File: config.mk
export PLATFORM = sky130hd
export DESIGN_NAME = strobe_write_master
export DESIGN_NICKNAME = d
export VERILOG_FILES = /design/src/rtl/wm_pkg.sv /design/src/rtl/wm_sync_edge.sv /design/src/rtl/wm_addr_gen.sv /design/src/rtl/wm_write_fsm.sv /design/src/rtl/strobe_write_master.sv
export SDC_FILE = /design/constraint.sdc
export NUM_CORES = 1
export LEC_CHECK = 0
export BUFFER_PORTS_ARGS = -buffer_cell sky130_fd_sc_hd__buf_4
export CAP_MARGIN = 20
export CORE_AREA = 2 2 78 80
export CTS_CLUSTER_SIZE = 14
export DETAILED_ROUTE_END_ITERATION = 10
export DIE_AREA = 0 0 80 82
export PLACE_DENSITY = 0.78
export RECOVER_POWER = 50
export REMOVE_ABC_BUFFERS = 1
export SYNTH_ARGS = -nofsm -noshare
export SYNTH_HDL_FRONTEND = slang
export SYNTH_SLANG_ARGS = --single-unit
export TNS_END_PERCENT = 1
File: constraint.sdc
create_clock -name clk -period 2.5 [get_ports clk]
set_clock_uncertainty 0.05 [all_clocks]
set_input_delay 0.625 -clock clk [delete_from_list [all_inputs] [get_ports clk]]
set_output_delay 0.625 -clock clk [all_outputs]
set_load 0.05 [all_outputs]
File: src/rtl/wm_pkg.sv
`timescale 1ns/1ps
package wm_pkg;
    typedef enum logic {
        WM_IDLE = 1'b0,
        WM_BUSY = 1'b1
    } wm_state_e;
endpackage

File: src/rtl/wm_sync_edge.sv
`timescale 1ns/1ps
// Multi-flop synchronizer followed by a rising-edge detector.
module wm_sync_edge #(
    parameter int STAGES = 2
) (
    input  logic clk,
    input  logic rst,
    input  logic async_i,
    output logic rise_o
);
    logic [STAGES-1:0] chain_q;
    logic              last_q;

    for (genvar gi = 0; gi < STAGES; gi++) begin : g_stage
        if (gi == 0) begin : g_first
            always_ff @(posedge clk) begin
                if (rst) chain_q[gi] <= 1'b0;
                else     chain_q[gi] <= async_i;
            end
        end else begin : g_next
            always_ff @(posedge clk) begin
                if (rst) chain_q[gi] <= 1'b0;
                else     chain_q[gi] <= chain_q[gi-1];
            end
        end
    end

    always_ff @(posedge clk) begin
        if (rst) last_q <= 1'b0;
        else     last_q <= chain_q[STAGES-1];
    end

    assign rise_o = chain_q[STAGES-1] & ~last_q;
endmodule

File: src/rtl/wm_addr_gen.sv
`timescale 1ns/1ps
// Word address counter: starts at BASE, advances one word per accepted write.
module wm_addr_gen #(
    parameter int              ADDR_W = 32,
    parameter int              DATA_W = 32,
    parameter logic [ADDR_W-1:0] BASE = '0
) (
    input  logic              clk,
    input  logic              rst,
    input  logic              adv_i,
    output logic [ADDR_W-1:0] addr_o
);
    localparam logic [ADDR_W-1:0] STEP = ADDR_W'(DATA_W / 8);

    logic [ADDR_W-1:0] addr_d, addr_q;

    always_comb begin
        addr_d = addr_q;
        if (adv_i) addr_d = addr_q + STEP;
    end

    always_ff @(posedge clk) begin
        if (rst) addr_q <= BASE;
        else     addr_q <= addr_d;
    end

    assign addr_o = addr_q;
endmodule

File: src/rtl/wm_write_fsm.sv
`timescale 1ns/1ps
// Holding register, write handshake and sticky overflow.
module wm_write_fsm
    import wm_pkg::*;
#(
    parameter int DATA_W = 32
) (
    input  logic              clk,
    input  logic              rst,
    input  logic              rise_i,
    input  logic [DATA_W-1:0] data_i,
    input  logic              waitreq_i,
    output logic              write_o,
    output logic [DATA_W-1:0] wdata_o,
    output logic              overflow_o,
    output logic              accept_o
);
    typedef struct packed {
        wm_state_e         state;
        logic              ovf;
        logic [DATA_W-1:0] hold;
    } fsm_t;

    fsm_t st_d, st_q;
    logic accept;

    always_comb begin
        st_d   = st_q;
        accept = (st_q.state == WM_BUSY) && !waitreq_i;
        if (accept) st_d.state = WM_IDLE;
        if (rise_i) begin
            if (st_q.state == WM_BUSY) begin
                st_d.ovf = 1'b1;
            end else begin
                st_d.state = WM_BUSY;
                st_d.hold  = data_i;
            end
        end
    end

    always_ff @(posedge clk) begin
        if (rst) begin
            st_q.state <= WM_IDLE;
            st_q.ovf   <= 1'b0;
            st_q.hold  <= '0;
        end else begin
            st_q <= st_d;
        end
    end

    assign write_o    = (st_q.state == WM_BUSY);
    assign wdata_o    = st_q.hold;
    assign overflow_o = st_q.ovf;
    assign accept_o   = accept;
endmodule

File: src/rtl/strobe_write_master.sv
`timescale 1ns/1ps
module strobe_write_master #(
    parameter int                ADDR_W      = 32,
    parameter int                DATA_W      = 32,
    parameter int                SYNC_STAGES = 2,
    parameter logic [ADDR_W-1:0] BASE_ADDR   = 32'h0000_1000
) (
    input  logic              clk,
    input  logic              rst,
    input  logic              strobe_i,
    input  logic [DATA_W-1:0] sample_i,
    output logic [ADDR_W-1:0] mem_addr_o,
    output logic [DATA_W-1:0] mem_wdata_o,
    output logic              mem_write_o,
    input  logic              mem_waitreq_i,
    output logic              overflow_o
);
    logic rise;
    logic accept;

    wm_sync_edge #(.STAGES(SYNC_STAGES)) u_sync (
        .clk     (clk),
        .rst     (rst),
        .async_i (strobe_i),
        .rise_o  (rise)
    );

    wm_write_fsm #(.DATA_W(DATA_W)) u_fsm (
        .clk        (clk),
        .rst        (rst),
        .rise_i     (rise),
        .data_i     (sample_i),
        .waitreq_i  (mem_waitreq_i),
        .write_o    (mem_write_o),
        .wdata_o    (mem_wdata_o),
        .overflow_o (overflow_o),
        .accept_o   (accept)
    );

    wm_addr_gen #(.ADDR_W(ADDR_W), .DATA_W(DATA_W), .BASE(BASE_ADDR)) u_addr (
        .clk    (clk),
        .rst    (rst),
        .adv_i  (accept),
        .addr_o (mem_addr_o)
    );
endmodule

==> flow_metrics.tcl, run 1 <==
set metrics [dict create \
    clkLatencyLatePin_ps 330 \
    hold_start "u_fsm.wdata_o[9]" \
    drc_errors 0 \
    start_kind "flip-flop" \
    ioPinCount 102 \
    diodes 0 \
    syn_area_mm2 0.002731 \
    h-tree-depth 3 \
    dp.cells 487 \
    portBuffers 99 \
    grt_max_degree 43 \
    ys_types 40 \
    worstPathArrival_ps 2360 \
    clkPwrFrac 0.408 \
    row_count 28 \
    async_reset_ff_frac 0 \
    drtIter0Drc 150 \
    place_hpwl_mm 4.666 \
    switchingPower_mw 0.5474 \
    cts_buffers 9 \
    cts.sinks 67 \
    post_cts_buffers 0 \
    cts_resized 0 \
    syn_inst 325 \
    fillCellCount 552 \
    layout.nets 460 \
    drv_slew 0 \
    regToRegStartpoint "u_addr.addr_o[2]" \
    drive_gt1_frac 0.2383 \
    holdPathStages 2 \
    synth-edff-count 0 \
    power_switching_share 0.2509 \
    period_share 0.8588 \
    ys.flop_type "dfxtp_1" \
    cts_hold_buf 0 \
    yosysWarnings 0 \
    ys_ff_latch 67 \
    maxCapViolCount 0 \
    ir_worst_vdd_mv 0.3676 \
    clock.fmax_mhz 465.8 \
    whs_ps 403.6 \
    cts_buffer_depth 2 \
    regArea_mm2 0.001341 \
    end_kind "flip-flop" \
    cts.reportedPaths.clkPinSlew_ps 70 \
    power_mw 2.182 \
    syn_avg_cell_area_um2 8.404 \
    ant_nets 0 \
    rrSetupSlack_ps 350 \
    grt_pass1_vias 2376 \
    multi_input_area_mm2 0.001271 \
    cts_root_buffer "clkbuf_8" \
    hold_end "u_fsm.wdata_o[9]" \
    hold_path_class "flip-flop to flip-flop" \
    reg2reg_to "u_addr.addr_o[26]" \
    setup_viol 0 \
    firstDrtPassIters 4 \
    power_density_mw_per_mm2 603.3 \
    p_int_mw 1.635 \
    grt_pass1_wl_mm 10.63 \
    seq_power_share 0.503 \
    critPathRequiredTime_ps 2720 \
    comb_power_share 0.088 \
    leakagePower_nw 1.363 \
    start_util 0.4754 \
    drt-total-wl_mm 6.595 \
    dieWidth_um 80 \
    vias_per_cell 5.189 \
    crit_path_max_fanout 9 \
    tightest_slew_ps 1332 \
    hold_violations 0 \
    gp_congestion 0.8454 \
    wire_per_inst_um 13.11 \
    outcome "completed" \
    yosysSeqAreaShare 0.4911 \
    grt_usage 0.2088 \
    critPathKind "flip-flop to flip-flop" \
    vias 2610 \
    period_minus_slack_ps 2147 \
    antenna_found_initial 0 \
    cp-startpoint "u_addr.addr_o[2]" \
    overflow 0 \
    layoutNonFillerInstCount 503 \
    fp.dieH_um 82 \
    rsz0062_at_grt "false" \
    area_delta_synth_final_pct 32.43 \
    slew_headroom 0.1120 \
    dieArea_mm2 0.006560 \
    cts_tree "yes" \
    rr_worst_depth 5 \
    fp.coreArea_mm2 0.005746 \
]
[worst max path at each step]
| stage | depth (start not counted) | end |
|---|---|---|
| after global routing | 4 | u_fsm.wdata_o[6] |
| final | 5 | u_addr.addr_o[26] |
| after floorplan | 3 | u_fsm.wdata_o[0] |
| after CTS | 4 | u_addr.addr_o[29] |
| after detailed placement | 5 | u_addr.addr_o[30] |
| after global placement | 5 | u_addr.addr_o[30] |
[registers in the layout, summed over array words and instances (netlist names)]
signal / count
u_fsm.wdata_o: 32
u_addr.addr_o: 30
u_fsm.overflow_o: 1
u_sync.last_q: 1
u_sync.chain_q: 2
u_fsm.write_o: 1
[cells by family (layout without fill, tap and decap cells)]
family                   Yosys count  count (layout)  synth area share
multiplexers                       3               3           0.01191
AO/OA/AOI/OAI                     66              66            0.1310
other                              1               2          0.001373
XOR/XNOR                          11              11           0.03527
flip-flops                        67              67            0.4911
AND/OR/NAND/NOR                  151             151            0.2845
buffers and inverters             25             127           0.04031
adder cells (fa/ha/maj)            1               1          0.004580
[cells in the mapped netlist (2+ instances only)]
cell / count / area (um2)
xnor2_1: 11 / 96.34
nor2_1: 19 / 71.32
inv_1: 7 / 26.28
nor4_1: 5 / 31.28
and3_1: 3 / 18.77
nor2b_1: 7 / 43.79
mux2_1: 2 / 22.52
a31o_2: 2 / 17.52
nor3_1: 7 / 35.03
nand4_1: 6 / 37.54
nand4_4: 2 / 42.54
o21ai_0: 10 / 50.05
clkbuf_1: 9 / 33.78
nand2_1: 72 / 270.3
dfxtp_1: 67 / 1341
a21oi_1: 48 / 240.2
nand4b_1: 2 / 17.52
or4_4: 2 / 22.52
nand3b_1: 3 / 22.52
buf_1: 5 / 18.77
buf_4: 2 / 15.01
and4_1: 3 / 26.28
or3_1: 9 / 56.30
nand3_1: 6 / 30.03
[worst max-delay path: stages (launching register included)]
cell	delay (ps)
dfxtp_1	390
ha_1	160
nand3b_1	250
or4_4	600
or4b_1	480
a21oi_1	140
[cells in the final DEF (no fill, tap or decap), types with 2 or more instances in the layout]
master     n
nand4_1    6
nor4_1     5
mux2_1     2
nand3b_1   4
conb_1     2
nor2_1    19
inv_1      7
clkbuf_8  10
and4_1     3
clkinv_2   3
xnor2_1   11
nand3_1    6
nor2b_1    7
nor3_1     7
nand4b_1   2
a31o_2     2
o21ai_0   10
dfxtp_1   67
nand4_4    2
or3_1      9
or4_4      2
and3_1     3
buf_4     80
nand2_1   72
a21oi_1   48
clkbuf_1  25
[through the flow]
| step | utilization | area (um2) | setup WS, ps | setup TNS (ps) |
|---|---|---|---|---|
| after floorplan | - | 2651 | -251.7 | -8055 |
| after global placement | 0.6145 | 3531 | 268.4 | 0 |
| after detailed placement | 0.6145 | 3531 | 241.0 | 0 |
| after CTS | 0.6483 | 3725 | 427.9 | 0 |
| after global routing | 0.6296 | 3617 | 176.1 | 0 |
| final | 0.6296 | 3617 | 353.0 | 0 |
[area by class of cell]
class | instances | area share
clock buffer | 11 | 0.03909
clock inverter | 5 | 0.01453
inverter | 7 | 0.007264
multi-input combinational | 234 | 0.3514
sequential | 67 | 0.3708
tap | 75 | 0.02594
timing repair buffer | 104 | 0.1909
[layer usage]
| metal | GRT usage | wire (um) | vias up |
|---|---|---|---|
| met5 | 0 | 0 | - |
| met4 | 0.1034 | 120 | 0 |
| met1 | 0.2449 | 2818 | 1202 |
| met3 | 0.08022 | 578 | 10 |
| li1 | - | - | 1315 |
| met2 | 0.3350 | 3077 | 83 |
[power by group through the flow]
stage / combinational, mW / clock, mW / sequential [mW]
detailed placement: 0.204 / 0 / 1.12
finish: 0.193 / 0.891 / 1.10
floorplan: 0.0412 / 0 / 1.19
CTS: 0.205 / 0.912 / 1.10
global placement: 0.202 / 0 / 1.12
global route: 0.208 / 0.952 / 1.10
Power figures use the tool's default switching activity.
==> inputs of run 2 (changes only) <==
- CORE_AREA: 2 2 78 80 -> 2 2 60 104
- DIE_AREA: 0 0 80 82 -> 0 0 62 106
==> run 2 against run 1 <==
  * Cell count rose by 0.60%
  * Critical endpoint unchanged
  * Critical path type unchanged
  * Non-clock buffer count rose by 1
  * Sequential cell count unchanged
  * Largest cell class unchanged
==> flow_metrics.tcl, run 2 (same netlist as run 1, synthesis figures left out) <==
set metrics [dict create \
    gp_congestion 0.8563 \
    wire_per_inst_um 13.27 \
    cts_resized 0 \
    dp_slack_ps 233.7 \
    clkPwrFrac 0.377 \
    ant_nets 0 \
    layout.nets 461 \
    rr_worst_depth 5 \
    layoutNonFillerInstCount 506 \
    worstPathArrival_ps 2410 \
    cts.reportedPaths.clkPinSlew_ps 70 \
    vias 2593 \
    grtUsageMet1 0.2359 \
    ir_worst_vdd_mv 0.4016 \
    seq_power_share 0.530 \
    dieArea_mm2 0.006572 \
    rsz0062_at_grt "false" \
    critPathKind "flip-flop to flip-flop" \
    area_delta_synth_final_pct 32.20 \
    drt-total-wl_mm 6.713 \
    grt_max_degree 52 \
    grt_pass1_vias 2468 \
    final_common_cell "buf_4" \
    dp.cells 491 \
    hold_end "u_sync.chain_q[1]" \
    drc_errors 0 \
    crit_path_max_fanout 9 \
    cts.sinks 67 \
    setup_viol 0 \
    fp.dieH_um 106 \
    post_cts_buffers 0 \
    outcome "completed" \
    cts_root_buffer "clkbuf_8" \
    final_cell_mix "81 x buf_4, 72 x nand2_1, 67 x dfxtp_1" \
    reg2reg_to "u_addr.addr_o[26]" \
    holdPathStages 1 \
    power_mw 2.074 \
    hold_path_class "flip-flop to flip-flop" \
    start_kind "flip-flop" \
    critPathRequiredTime_ps 2710 \
    final_cell_area_mm2 0.003611 \
    start_util 0.4720 \
    largest_reg_flops 32 \
    power_density_mw_per_mm2 574.3 \
    h-tree-depth 3 \
    drv_slew 0 \
    fillCellCount 552 \
    cts_buffers 9 \
    ioPinCount 102 \
    antenna_found_initial 0 \
    diodes 0 \
    p_int_mw 1.531 \
    cts_buffer_depth 2 \
    dieWidth_um 62 \
    layout_setup_ws_ps 293.3 \
    row_count 37 \
    rrSetupSlack_ps 290 \
    drtIter0Drc 96 \
    vias_per_cell 5.125 \
    overflow 0 \
    regToRegStartpoint "u_addr.addr_o[2]" \
    switchingPower_mw 0.5427 \
    groute.layer.met3.usage 0.09489 \
    grt_pass1_wl_mm 10.99 \
    slew_headroom 0.3281 \
    clkLatencyLatePin_ps 340 \
    maxCapViolCount 0 \
    cts_tree "yes" \
    comb_power_share 0.093 \
    place_hpwl_mm 4.894 \
    end_kind "flip-flop" \
    portBuffers 99 \
    period_share 0.8827 \
    power_switching_share 0.2617 \
    tightest_slew_ps 1008 \
    period_minus_slack_ps 2207 \
    drive_gt1_frac 0.2453 \
    firstDrtPassIters 4 \
    hold_start "u_sync.chain_q[0]" \
    grt_usage 0.2205 \
    fin_util 0.6240 \
    top_usage_layer "met2" \
    hold_violations 0 \
    globalRouteMet2Util 0.3594 \
    fp.coreArea_mm2 0.005787 \
    clock.fmax_mhz 453.2 \
    cts_hold_buf 0 \
    dpl_cell_area_mm2 0.003542 \
    leakagePower_nw 1.358 \
]
[run 2: routing by layer]
| layer | vias to the layer above | wire (um) |
|---|---|---|
| li1 | 1312 | - |
| met1 | 1189 | 2545 |
| met2 | 82 | 3454 |
| met3 | 10 | 581 |
| met4 | 0 | 131 |
| met5 | - | 0 |
[run 2: per-stage QoR]
stage               TNS [ps]  hold slack, ps
CTS                        0           391.7
floorplan              -8055           363.8
detailed placement         0           374.5
global route               0           416.4
finish                     0           391.6
global placement           0           367.3
[run 2: final cells by class]
class	count	area (um2)	share of cell area
well taps	78	97.59	0.02703
clock buffers	11	141.4	0.03915
multi-input cells	234	1276	0.3534
repair buffers	105	700.7	0.1940
inverters	7	26.28	0.007277
flip-flops and latches	67	1341	0.3714
clock inverters	4	27.53	0.007623
[run 2: power by group through the flow]
stage,clock network [mW],registers (mW),logic [mW]
after floorplan,0,1.19,0.0412
after global placement,0,1.12,0.202
after detailed placement,0,1.12,0.204
after CTS,0.805,1.10,0.205
after global routing,0.852,1.10,0.206
final,0.783,1.10,0.192
[run 2: worst max path at each step]
stage                     cells past startpoint  slack, ps         startpoint           endpoint
after floorplan                               3       -250      u_fsm.write_o   u_fsm.wdata_o[0]
after detailed placement                      5        230      mem_waitreq_i  u_addr.addr_o[30]
after CTS                                     4        430  u_addr.addr_o[10]  u_addr.addr_o[29]
final                                         5        290   u_addr.addr_o[2]  u_addr.addr_o[26]
after global routing                          5        160   u_addr.addr_o[2]  u_addr.addr_o[30]
after global placement                        5        270      mem_waitreq_i  u_addr.addr_o[30]
[run 2: worst max-delay path, stage by stage, from the launching register on]
cell and delay [ps]:
dfxtp_1 410, ha_1 190, nand3b_1 250, or4_4 600
or4b_1 480, a21oi_1 140
